File: config.mk
export PLATFORM = sky130hd
export DESIGN_NAME = dq_ring_engine
export DESIGN_NICKNAME = d
export VERILOG_FILES = /design/src/rtl/dq_pkg.sv /design/src/rtl/dq_ring_ptr.sv /design/src/rtl/dq_queue_seq.sv /design/src/rtl/dq_ring_engine.sv
export SDC_FILE = /design/constraint.sdc
export NUM_CORES = 1
export LEC_CHECK = 0
export BUFFER_PORTS_ARGS = -buffer_cell sky130_fd_sc_hd__buf_2
export CAP_MARGIN = 30
export CORE_ASPECT_RATIO = 0.5
export CORE_MARGIN = 4
export CORE_UTILIZATION = 25
export CTS_CLUSTER_DIAMETER = 100
export DETAILED_ROUTE_END_ITERATION = 8
export PLACE_DENSITY = 0.48
export SYNTH_ARGS = -nofsm -noshare
export SYNTH_HDL_FRONTEND = slang
export SYNTH_SLANG_ARGS = --single-unit
File: constraint.sdc
create_clock -name clk -period 3.2 [get_ports clk]
set_input_delay 0.64 -clock clk [delete_from_list [all_inputs] [get_ports clk]]
set_output_delay 0.64 -clock clk [all_outputs]
set_load 0.005 [all_outputs]
File: src/rtl/dq_pkg.sv
`timescale 1ns/1ps
package dq_pkg;
    // register offsets
    typedef enum logic [2:0] {
        RA_CMD     = 3'd0,
        RA_REQ_IN  = 3'd1,
        RA_REQ_OUT = 3'd2,
        RA_RSP_IN  = 3'd3,
        RA_RSP_OUT = 3'd4,
        RA_CAUSE   = 3'd5
    } reg_addr_e;

    // command register bit positions
    localparam int CB_EN  = 0;
    localparam int CB_DIS = 1;
    localparam int CB_RST = 2;
    localparam int CB_FRZ = 4;

    // response entry is two words
    localparam int RSP_ENTRY_BYTES = 8;

    typedef enum logic [2:0] {
        S_IDLE = 3'd0,
        S_REQ  = 3'd1,
        S_BEAT = 3'd2,
        S_CMD  = 3'd3,
        S_RSP  = 3'd4
    } seq_state_e;
endpackage

File: src/rtl/dq_ring_ptr.sv
`timescale 1ns/1ps
module dq_ring_ptr #(
    parameter int IDX_LSB = 5,
    parameter int IDX_W   = 5
) (
    input  logic        clk,
    input  logic        rst_n,
    input  logic        clr,
    input  logic        wr,
    input  logic        keep_base,
    input  logic        adv,
    input  logic [31:0] wdata,
    output logic [31:0] q
);
    localparam logic [31:0] IDX_MASK = ((32'd1 << IDX_W) - 32'd1) << IDX_LSB;
    localparam logic [31:0] LOW_MASK = (32'd1 << IDX_LSB) - 32'd1;
    localparam logic [IDX_W-1:0] IDX_TOP = '1;

    typedef struct packed {
        logic [31:0] val;
    } ptr_t;

    ptr_t ptr_d, ptr_q;

    always_comb begin
        ptr_d = ptr_q;
        if (clr) begin
            ptr_d.val = '0;
        end else if (adv) begin
            ptr_d.val[IDX_LSB +: IDX_W] = ptr_q.val[IDX_LSB +: IDX_W] + 1'b1;
        end else if (wr) begin
            if (keep_base)
                ptr_d.val = (ptr_q.val & ~IDX_MASK) | (wdata & IDX_MASK);
            else
                ptr_d.val = wdata & ~LOW_MASK;
        end
    end

    always_ff @(posedge clk or negedge rst_n) begin
        if (!rst_n) ptr_q <= '0;
        else        ptr_q <= ptr_d;
    end

    assign q = ptr_q.val;

    // index rolls over from the top slot to slot 0
    a_r5_index_wrap: assert property (@(posedge clk) disable iff (!rst_n)
        (adv && !clr && ptr_q.val[IDX_LSB +: IDX_W] == IDX_TOP)
        |=> (ptr_q.val[IDX_LSB +: IDX_W] == '0));
endmodule

File: src/rtl/dq_queue_seq.sv
`timescale 1ns/1ps
module dq_queue_seq
    import dq_pkg::*;
#(
    parameter int NW = 8
) (
    input  logic            clk,
    input  logic            rst_n,
    input  logic            clr,
    input  logic            go,
    input  logic [31:0]     slot_addr,
    output logic            busy,
    output logic            rd_req_valid,
    input  logic            rd_req_ready,
    output logic [31:0]     rd_req_addr,
    input  logic            rd_data_valid,
    input  logic [31:0]     rd_data,
    output logic            cmd_valid,
    output logic [NW*32-1:0] cmd_desc,
    input  logic            cmd_done,
    input  logic [31:0]     cmd_status,
    output logic            rsp_valid,
    output logic [31:0]     rsp_status,
    input  logic            rsp_ready,
    output logic            rsp_fire
);
    localparam int DW    = NW * 32;
    localparam int CNT_W = (NW > 1) ? $clog2(NW) : 1;
    localparam logic [CNT_W-1:0] LAST = CNT_W'(NW - 1);

    typedef struct packed {
        seq_state_e       st;
        logic [CNT_W-1:0] wcnt;
        logic [31:0]      slot;
        logic [DW-1:0]    desc;
        logic [31:0]      status;
    } seq_t;

    seq_t s_d, s_q;

    always_comb begin
        s_d = s_q;
        case (s_q.st)
            S_IDLE: if (go) begin
                s_d.st   = S_REQ;
                s_d.wcnt = '0;
                s_d.slot = slot_addr;
            end
            S_REQ: if (rd_req_ready) s_d.st = S_BEAT;
            S_BEAT: if (rd_data_valid) begin
                s_d.desc[s_q.wcnt*32 +: 32] = rd_data;
                if (s_q.wcnt == LAST) begin
                    s_d.st = S_CMD;
                end else begin
                    s_d.wcnt = s_q.wcnt + 1'b1;
                    s_d.st   = S_REQ;
                end
            end
            S_CMD: if (cmd_done) begin
                s_d.status = cmd_status;
                s_d.st     = S_RSP;
            end
            S_RSP: if (rsp_ready) s_d.st = S_IDLE;
            default: s_d.st = S_IDLE;
        endcase
        if (clr) s_d.st = S_IDLE;
    end

    always_ff @(posedge clk or negedge rst_n) begin
        if (!rst_n) s_q <= '0;
        else        s_q <= s_d;
    end

    assign busy         = (s_q.st != S_IDLE);
    assign rd_req_valid = (s_q.st == S_REQ);
    assign rd_req_addr  = s_q.slot + (32'(s_q.wcnt) << 2);
    assign cmd_valid    = (s_q.st == S_CMD);
    assign cmd_desc     = s_q.desc;
    assign rsp_valid    = (s_q.st == S_RSP);
    assign rsp_status   = s_q.status;
    assign rsp_fire     = rsp_valid && rsp_ready && !clr;

    // descriptor held steady until the transport finishes
    a_r3_desc_hold: assert property (@(posedge clk) disable iff (!rst_n)
        (cmd_valid && !cmd_done && !clr) |=> (cmd_valid && $stable(cmd_desc)));

    // stalled read request keeps its address
    a_r3_read_hold: assert property (@(posedge clk) disable iff (!rst_n)
        (rd_req_valid && !rd_req_ready && !clr) |=> (rd_req_valid && $stable(rd_req_addr)));

    // response write stays up until accepted
    a_r4_rsp_hold: assert property (@(posedge clk) disable iff (!rst_n)
        (rsp_valid && !rsp_ready && !clr) |=> rsp_valid);
endmodule

File: src/rtl/dq_ring_engine.sv
`timescale 1ns/1ps
module dq_ring_engine
    import dq_pkg::*;
#(
    parameter int PORT_ID = 0,
    parameter int NPORTS  = 2,
    parameter int IDX_W   = 5,
    parameter int NW      = 8
) (
    input  logic             clk,
    input  logic             rst_n,
    input  logic             reg_we,
    input  logic [2:0]       reg_addr,
    input  logic [31:0]      reg_wdata,
    output logic [31:0]      reg_rdata,
    output logic             rd_req_valid,
    input  logic             rd_req_ready,
    output logic [31:0]      rd_req_addr,
    input  logic             rd_data_valid,
    input  logic [31:0]      rd_data,
    output logic             cmd_valid,
    output logic [NW*32-1:0] cmd_desc,
    input  logic             cmd_done,
    input  logic [31:0]      cmd_status,
    output logic             rsp_wr_valid,
    input  logic             rsp_wr_ready,
    output logic [31:0]      rsp_wr_addr,
    output logic [63:0]      rsp_wr_data
);
    localparam int REQ_LSB = $clog2(NW * 4);
    localparam int RSP_LSB = $clog2(RSP_ENTRY_BYTES);
    localparam logic [31:0] REQ_IDX_MASK = ((32'd1 << IDX_W) - 32'd1) << REQ_LSB;
    localparam logic [31:0] RSP_IDX_MASK = ((32'd1 << IDX_W) - 32'd1) << RSP_LSB;

    typedef struct packed {
        logic              en;
        logic              dis;
        logic              chrst;
        logic              frz;
        logic [NPORTS-1:0] cause;
    } ctl_t;

    ctl_t c_d, c_q;

    logic [31:0] req_in_q, req_out_q, rsp_in_q, rsp_out_q;
    logic        busy, rsp_fire, go;
    logic [31:0] slot_addr, rsp_status;

    logic cmd_we, cause_we;
    assign cmd_we   = reg_we && (reg_addr == RA_CMD);
    assign cause_we = reg_we && (reg_addr == RA_CAUSE);

    // software-owned pointers: base kept while running
    dq_ring_ptr #(.IDX_LSB(REQ_LSB), .IDX_W(IDX_W)) u_req_in (
        .clk(clk), .rst_n(rst_n), .clr(c_q.chrst),
        .wr(reg_we && reg_addr == RA_REQ_IN), .keep_base(c_q.en),
        .adv(1'b0), .wdata(reg_wdata), .q(req_in_q));
    dq_ring_ptr #(.IDX_LSB(RSP_LSB), .IDX_W(IDX_W)) u_rsp_out (
        .clk(clk), .rst_n(rst_n), .clr(c_q.chrst),
        .wr(reg_we && reg_addr == RA_RSP_OUT), .keep_base(c_q.en),
        .adv(1'b0), .wdata(reg_wdata), .q(rsp_out_q));
    // engine-owned pointers: software writes only while stopped
    dq_ring_ptr #(.IDX_LSB(REQ_LSB), .IDX_W(IDX_W)) u_req_out (
        .clk(clk), .rst_n(rst_n), .clr(c_q.chrst),
        .wr(reg_we && reg_addr == RA_REQ_OUT && !c_q.en), .keep_base(1'b0),
        .adv(rsp_fire), .wdata(reg_wdata), .q(req_out_q));
    dq_ring_ptr #(.IDX_LSB(RSP_LSB), .IDX_W(IDX_W)) u_rsp_in (
        .clk(clk), .rst_n(rst_n), .clr(c_q.chrst),
        .wr(reg_we && reg_addr == RA_RSP_IN && !c_q.en), .keep_base(1'b0),
        .adv(rsp_fire), .wdata(reg_wdata), .q(rsp_in_q));

    assign go = c_q.en && !c_q.dis && !c_q.frz && !c_q.chrst &&
                (req_in_q[REQ_LSB +: IDX_W] != req_out_q[REQ_LSB +: IDX_W]);
    assign slot_addr = (req_in_q & ~REQ_IDX_MASK) | (req_out_q & REQ_IDX_MASK);

    dq_queue_seq #(.NW(NW)) u_seq (
        .clk(clk), .rst_n(rst_n), .clr(c_q.chrst), .go(go),
        .slot_addr(slot_addr), .busy(busy),
        .rd_req_valid(rd_req_valid), .rd_req_ready(rd_req_ready),
        .rd_req_addr(rd_req_addr), .rd_data_valid(rd_data_valid),
        .rd_data(rd_data), .cmd_valid(cmd_valid), .cmd_desc(cmd_desc),
        .cmd_done(cmd_done), .cmd_status(cmd_status),
        .rsp_valid(rsp_wr_valid), .rsp_status(rsp_status),
        .rsp_ready(rsp_wr_ready), .rsp_fire(rsp_fire));

    assign rsp_wr_addr = (rsp_out_q & ~RSP_IDX_MASK) | (rsp_in_q & RSP_IDX_MASK);
    assign rsp_wr_data = {rsp_status, {(32-IDX_W){1'b0}}, req_out_q[REQ_LSB +: IDX_W]};

    always_comb begin
        c_d = c_q;
        if (c_q.dis && !busy) begin
            c_d.en  = 1'b0;
            c_d.dis = 1'b0;
        end
        if (cmd_we) begin
            c_d.chrst = reg_wdata[CB_RST];
            c_d.frz   = reg_wdata[CB_FRZ];
            if (reg_wdata[CB_EN])  c_d.en  = 1'b1;
            if (reg_wdata[CB_DIS]) c_d.dis = 1'b1;
        end
        if (c_d.chrst) begin
            c_d.en  = 1'b0;
            c_d.dis = 1'b0;
        end
        if (cause_we) c_d.cause = c_q.cause & reg_wdata[NPORTS-1:0];
        if (rsp_fire) c_d.cause[PORT_ID] = 1'b1;
    end

    always_ff @(posedge clk or negedge rst_n) begin
        if (!rst_n) c_q <= '0;
        else        c_q <= c_d;
    end

    always_comb begin
        case (reg_addr)
            RA_CMD:     reg_rdata = {27'd0, c_q.frz, 1'b0, c_q.chrst, c_q.dis, c_q.en};
            RA_REQ_IN:  reg_rdata = req_in_q;
            RA_REQ_OUT: reg_rdata = req_out_q;
            RA_RSP_IN:  reg_rdata = rsp_in_q;
            RA_RSP_OUT: reg_rdata = rsp_out_q;
            RA_CAUSE:   reg_rdata = 32'(c_q.cause);
            default:    reg_rdata = '0;
        endcase
    end

    // enable never coexists with channel reset
    a_r9_no_enable_in_reset: assert property (@(posedge clk) disable iff (!rst_n)
        c_q.chrst |-> !c_q.en);

    // a pending stop with the sequencer idle drops enable
    a_r7_stop_when_idle: assert property (@(posedge clk) disable iff (!rst_n)
        (c_q.dis && !busy && !(cmd_we && reg_wdata[CB_EN])) |=> !c_q.en);

    // completion raises this port's cause bit
    a_r6_cause_on_done: assert property (@(posedge clk) disable iff (!rst_n)
        rsp_fire |=> c_q.cause[PORT_ID]);

    // engine-owned out-pointer ignores software while running
    a_r10_owned_ptr_locked: assert property (@(posedge clk) disable iff (!rst_n)
        (c_q.en && !c_q.chrst && reg_we && reg_addr == RA_REQ_OUT && !rsp_fire)
        |=> $stable(req_out_q));
endmodule

==> run_results.csv <==
group,metric,value,unit
status,status,"finished with violations",
status,violations,"hold timing, slew limit",
clock_network,htreeDepth,2,
placement,dp_cells,3316,
route,ant_nets,0,
logic_synthesis,ys_seq_area_frac,0.523,
layout,drive_above_1_share,0.333,
route,wire_per_inst,19.8,um
logic_synthesis,syn_area,21000,um^2
pwr,power_density,681,nW/um^2
sta,max_slew_margin,-0.252,
clock_network,cts_buffers,45,
logic_synthesis,postSynthCellCount,2125,
pwr,vdd_drop_max,344,uV
worst_setup_path,worstPathArrival,3.10,ns
logic_synthesis,synth_top_area_frac,0.523,
logic_synthesis,syn_area_per_cell,9.88,um^2
sta,worst_slew_pin_slew,1.86,ns
clock_network,holdBufCountCts,0,
die,die_area,88900,um^2
clock_network,cts-root-buf,"clkbuf_16",
route,drt_pass1_iterations,5,
logic_synthesis,synth_cell_type_count,52,
layout,layout.nets,2376,
logic_synthesis,synth_seq_cells,439,
layout,layout.cells.non_filler,3403,
pwr,leakagePower,12.2,nW
worst_setup_path,slowest_stage,"dfrtp_1",
sta,timing.hold.ws,-0.00620,ns
route,drt-total-wl,67.5,mm
die,initial_core_util,0.255,
logic_synthesis,synth_common_cells,"nand2_1 (443), dfrtp_1 (439), buf_4 (356)",
placement,post_dp_cell_area,22300,um^2
worst_setup_path,cp_cell_sequence,"inv_1 -> ha_1 -> ha_1 -> nor4b_1 -> nand3_2 -> buf_4 -> mux2_2",
die,die_w,418,um
clock_network,cts_resized,0,
clock_network,clk_latency,0.59,ns
hold_path,min_path_type,"input port to async pin",
clock_network,cts_tree,"done",
clock_network,postCtsSetupRepairBufs,0,
sta,max_freq,379,MHz
worst_setup_path,r2r-end,"u_seq.cmd_desc[16]",
global_routing,grt_max_degree,86,
worst_setup_path,cpPeakStageDelay,0.56,ns
logic_synthesis,synth_ff_type,"dfrtp_1",
logic_synthesis,synth_top_area_cell,"dfrtp_1",
layout,final_cell_area,24000,um^2
route,drcViolationCount,0,
logic_synthesis,yosys_warnings,0,
global_routing,grt_pass1_wl,98.0,mm
sta,fin_worst_skew,0.0278,ns
sta,final_max_slew_viol_count,8,
sta,min_period_over_period,0.825,
route,initialDrtViolationCount,864,
job,drv_cap,0,
worst_setup_path,crit_family,"adder cells",
worst_setup_path,crit_required,3.66,ns
worst_setup_path,path_buf_inv,2,
logic_synthesis,synth_edf_count,0,
sta,fin_crit,2.64,ns
route,vias_per_cell,4.28,
die,core_area,82400,um^2
worst_setup_path,critPathKind,"flop to flop",
worst_setup_path,r2r_cells,7,
die,ios,525,
worst_setup_path,end_kind,"flop",
sta,rsz0062_at_grt,"no",
clock_network,clkSinkCount,439,
clock_network,path_clk_slew,0.06,ns
global_routing,grt_overflow,0,
global_routing,antenna_found_initial,6,
die,die_height,213,um
clock_network,clockBufferDepth,3,
route,num_vias,14600,
die,placementRows,74,
global_routing,grt_pass1_vias,14400,
placement,hpwl,48.9,mm
worst_setup_path,critical_path.max_fanout,32,
worst_setup_path,cp_common_cell,"ha_1",
placement,gp_congestion,0.833,
global_routing,grt_usage,0.146,
logic_synthesis,synth_area_leaders,"dfrtp_1 (52%), buf_4 (13%), nand2_1 (7.9%), mux2_2 (5.7%), o21ai_0 (5.7%)",
sta,finalHoldViolations,1,
worst_setup_path,crit_path_start_kind,"flop",
logic_synthesis,synthMostInstantiatedCell,"nand2_1",
sta,setup_viol,0,
logic_synthesis,async_flop_share,1.00,
sta,finalSetupTns,0,ns
layout,synthToLayoutAreaGrowth,14.4,%
placement,port_buffers,492,
worst_setup_path,rrSetupSlack,0.56,ns
worst_setup_path,r2r-start,"u_seq.s_q[320]",
report_power, final:
part	leakage (nW)	internal [mW]	switching [mW]	total, mW
Clock	0.827	3.56	2.43	5.99
Combinational	5.58	1.35	1.84	3.19
Sequential	5.83	6.53	0.632	7.16
cells by family (layout without fill, tap and decap cells):
group           count (synthesis)  in the layout  share of synthesized area
mux                           140            140                     0.0779
simple gates                  611            611                      0.125
buf+inv                       526            667                      0.160
other cells                     1             36                   0.000179
xor+xnor                       19             19                    0.00793
fa+ha+maj                       9              9                    0.00537
flops                         439            439                      0.523
compound gates                380            380                     0.0997
registers in the layout (all words and copies together) (netlist names):
| register | count |
|---|---|
| u_rsp_out.q | 29 |
| u_req_in.q | 27 |
| u_seq.cmd_desc | 256 |
| u_seq.s_q | 33 |
| u_req_out.q | 27 |
| u_seq.rsp_status | 32 |
| u_rsp_in.q | 29 |
| c_q | 6 |
final cells by class:
type	instances	area, um^2
fill	8705	58400
sequential	439	11000
multi-input combinational	1192	6820
timing repair buffer	546	2990
tap	1102	1380
clock buffer	59	1310
clock inverter	25	374
inverter	37	139
antenna	3	7.51
metal layers:
| layer | part of all wire | wire [um] | up-vias | GRT usage |
|---|---|---|---|---|
| li1 | - | - | 6958 | - |
| met4 | 0.034 | 2270 | 0 | 0.0493 |
| met1 | 0.40 | 26700 | 7250 | 0.169 |
| met5 | 0 | 0 | - | 0 |
| met2 | 0.54 | 36500 | 263 | 0.277 |
| met3 | 0.030 | 2030 | 93 | 0.0207 |
per-stage QoR:
| stage | worst slack, ns | total power [mW] | util | hold slack, ns |
|---|---|---|---|---|
| 2_1_floorplan | 0.558 | 9.51 | - | 0.344 |
| 3_3_place_gp | 0.648 | 10.5 | 0.271 | 0.459 |
| 3_5_place_dp | 0.552 | 10.6 | 0.271 | 0.465 |
| 4_1_cts | 0.537 | 16.7 | 0.291 | 0.0272 |
| 5_1_grt | 0.403 | 17.3 | 0.291 | 0.0174 |
| 6_report | 0.559 | 16.3 | 0.291 | -0.00620 |
worst max-delay path by stage:
stage,cells past startpoint,startpoint,end
2_1_floorplan,6,reg_addr[1],reg_rdata[21]
3_3_place_gp,6,reg_addr[1],reg_rdata[5]
3_5_place_dp,7,u_seq.s_q[320],u_seq.cmd_desc[26]
4_1_cts,7,u_seq.s_q[320],u_seq.cmd_desc[16]
5_1_grt,8,u_seq.s_q[320],u_seq.cmd_desc[213]
6_report,7,u_seq.s_q[320],u_seq.cmd_desc[16]
worst register-to-register path: stages (launching register included):
cell     delay (ns)
dfrtp_1        0.56
inv_1          0.20
ha_1           0.24
ha_1           0.36
nor4b_1        0.38
nand3_2        0.10
buf_4          0.31
mux2_2         0.37
cell usage in the layout (no fill, tap or decap), types with 3 or more instances in the layout:
master      synthesis  routed
and3_1              6       6
buf_4             356      45
dfrtp_1           439     438
nand4_1            16      16
clkinv_2            0       8
or3_1               3       3
nor3b_1             7       3
diode_2             0       3
nor2_1             24      24
mux2i_1            14      14
a22oi_1            56      56
clkbuf_16           0      46
nor3_1             10       9
a211oi_1            3       3
o21ai_0           237     237
clkinvlp_4          0       3
conb_1              1      33
nand2_1           443     443
buf_2               7     491
and2_1              8       8
clkbuf_8            0      11
o21ai_1             4       4
mux2_2            106     106
bufinv_16           0       8
mux2_4             20      20
xnor2_1             8       8
ha_1                9       9
a21oi_1            65      65
nand3_1            50      49
buf_12              2       9
nor3b_2             0       4
o211ai_1            4       4
inv_1              37      37
nand2b_1           27      27
xor2_1             11      11
Power figures use the tool's default switching activity.
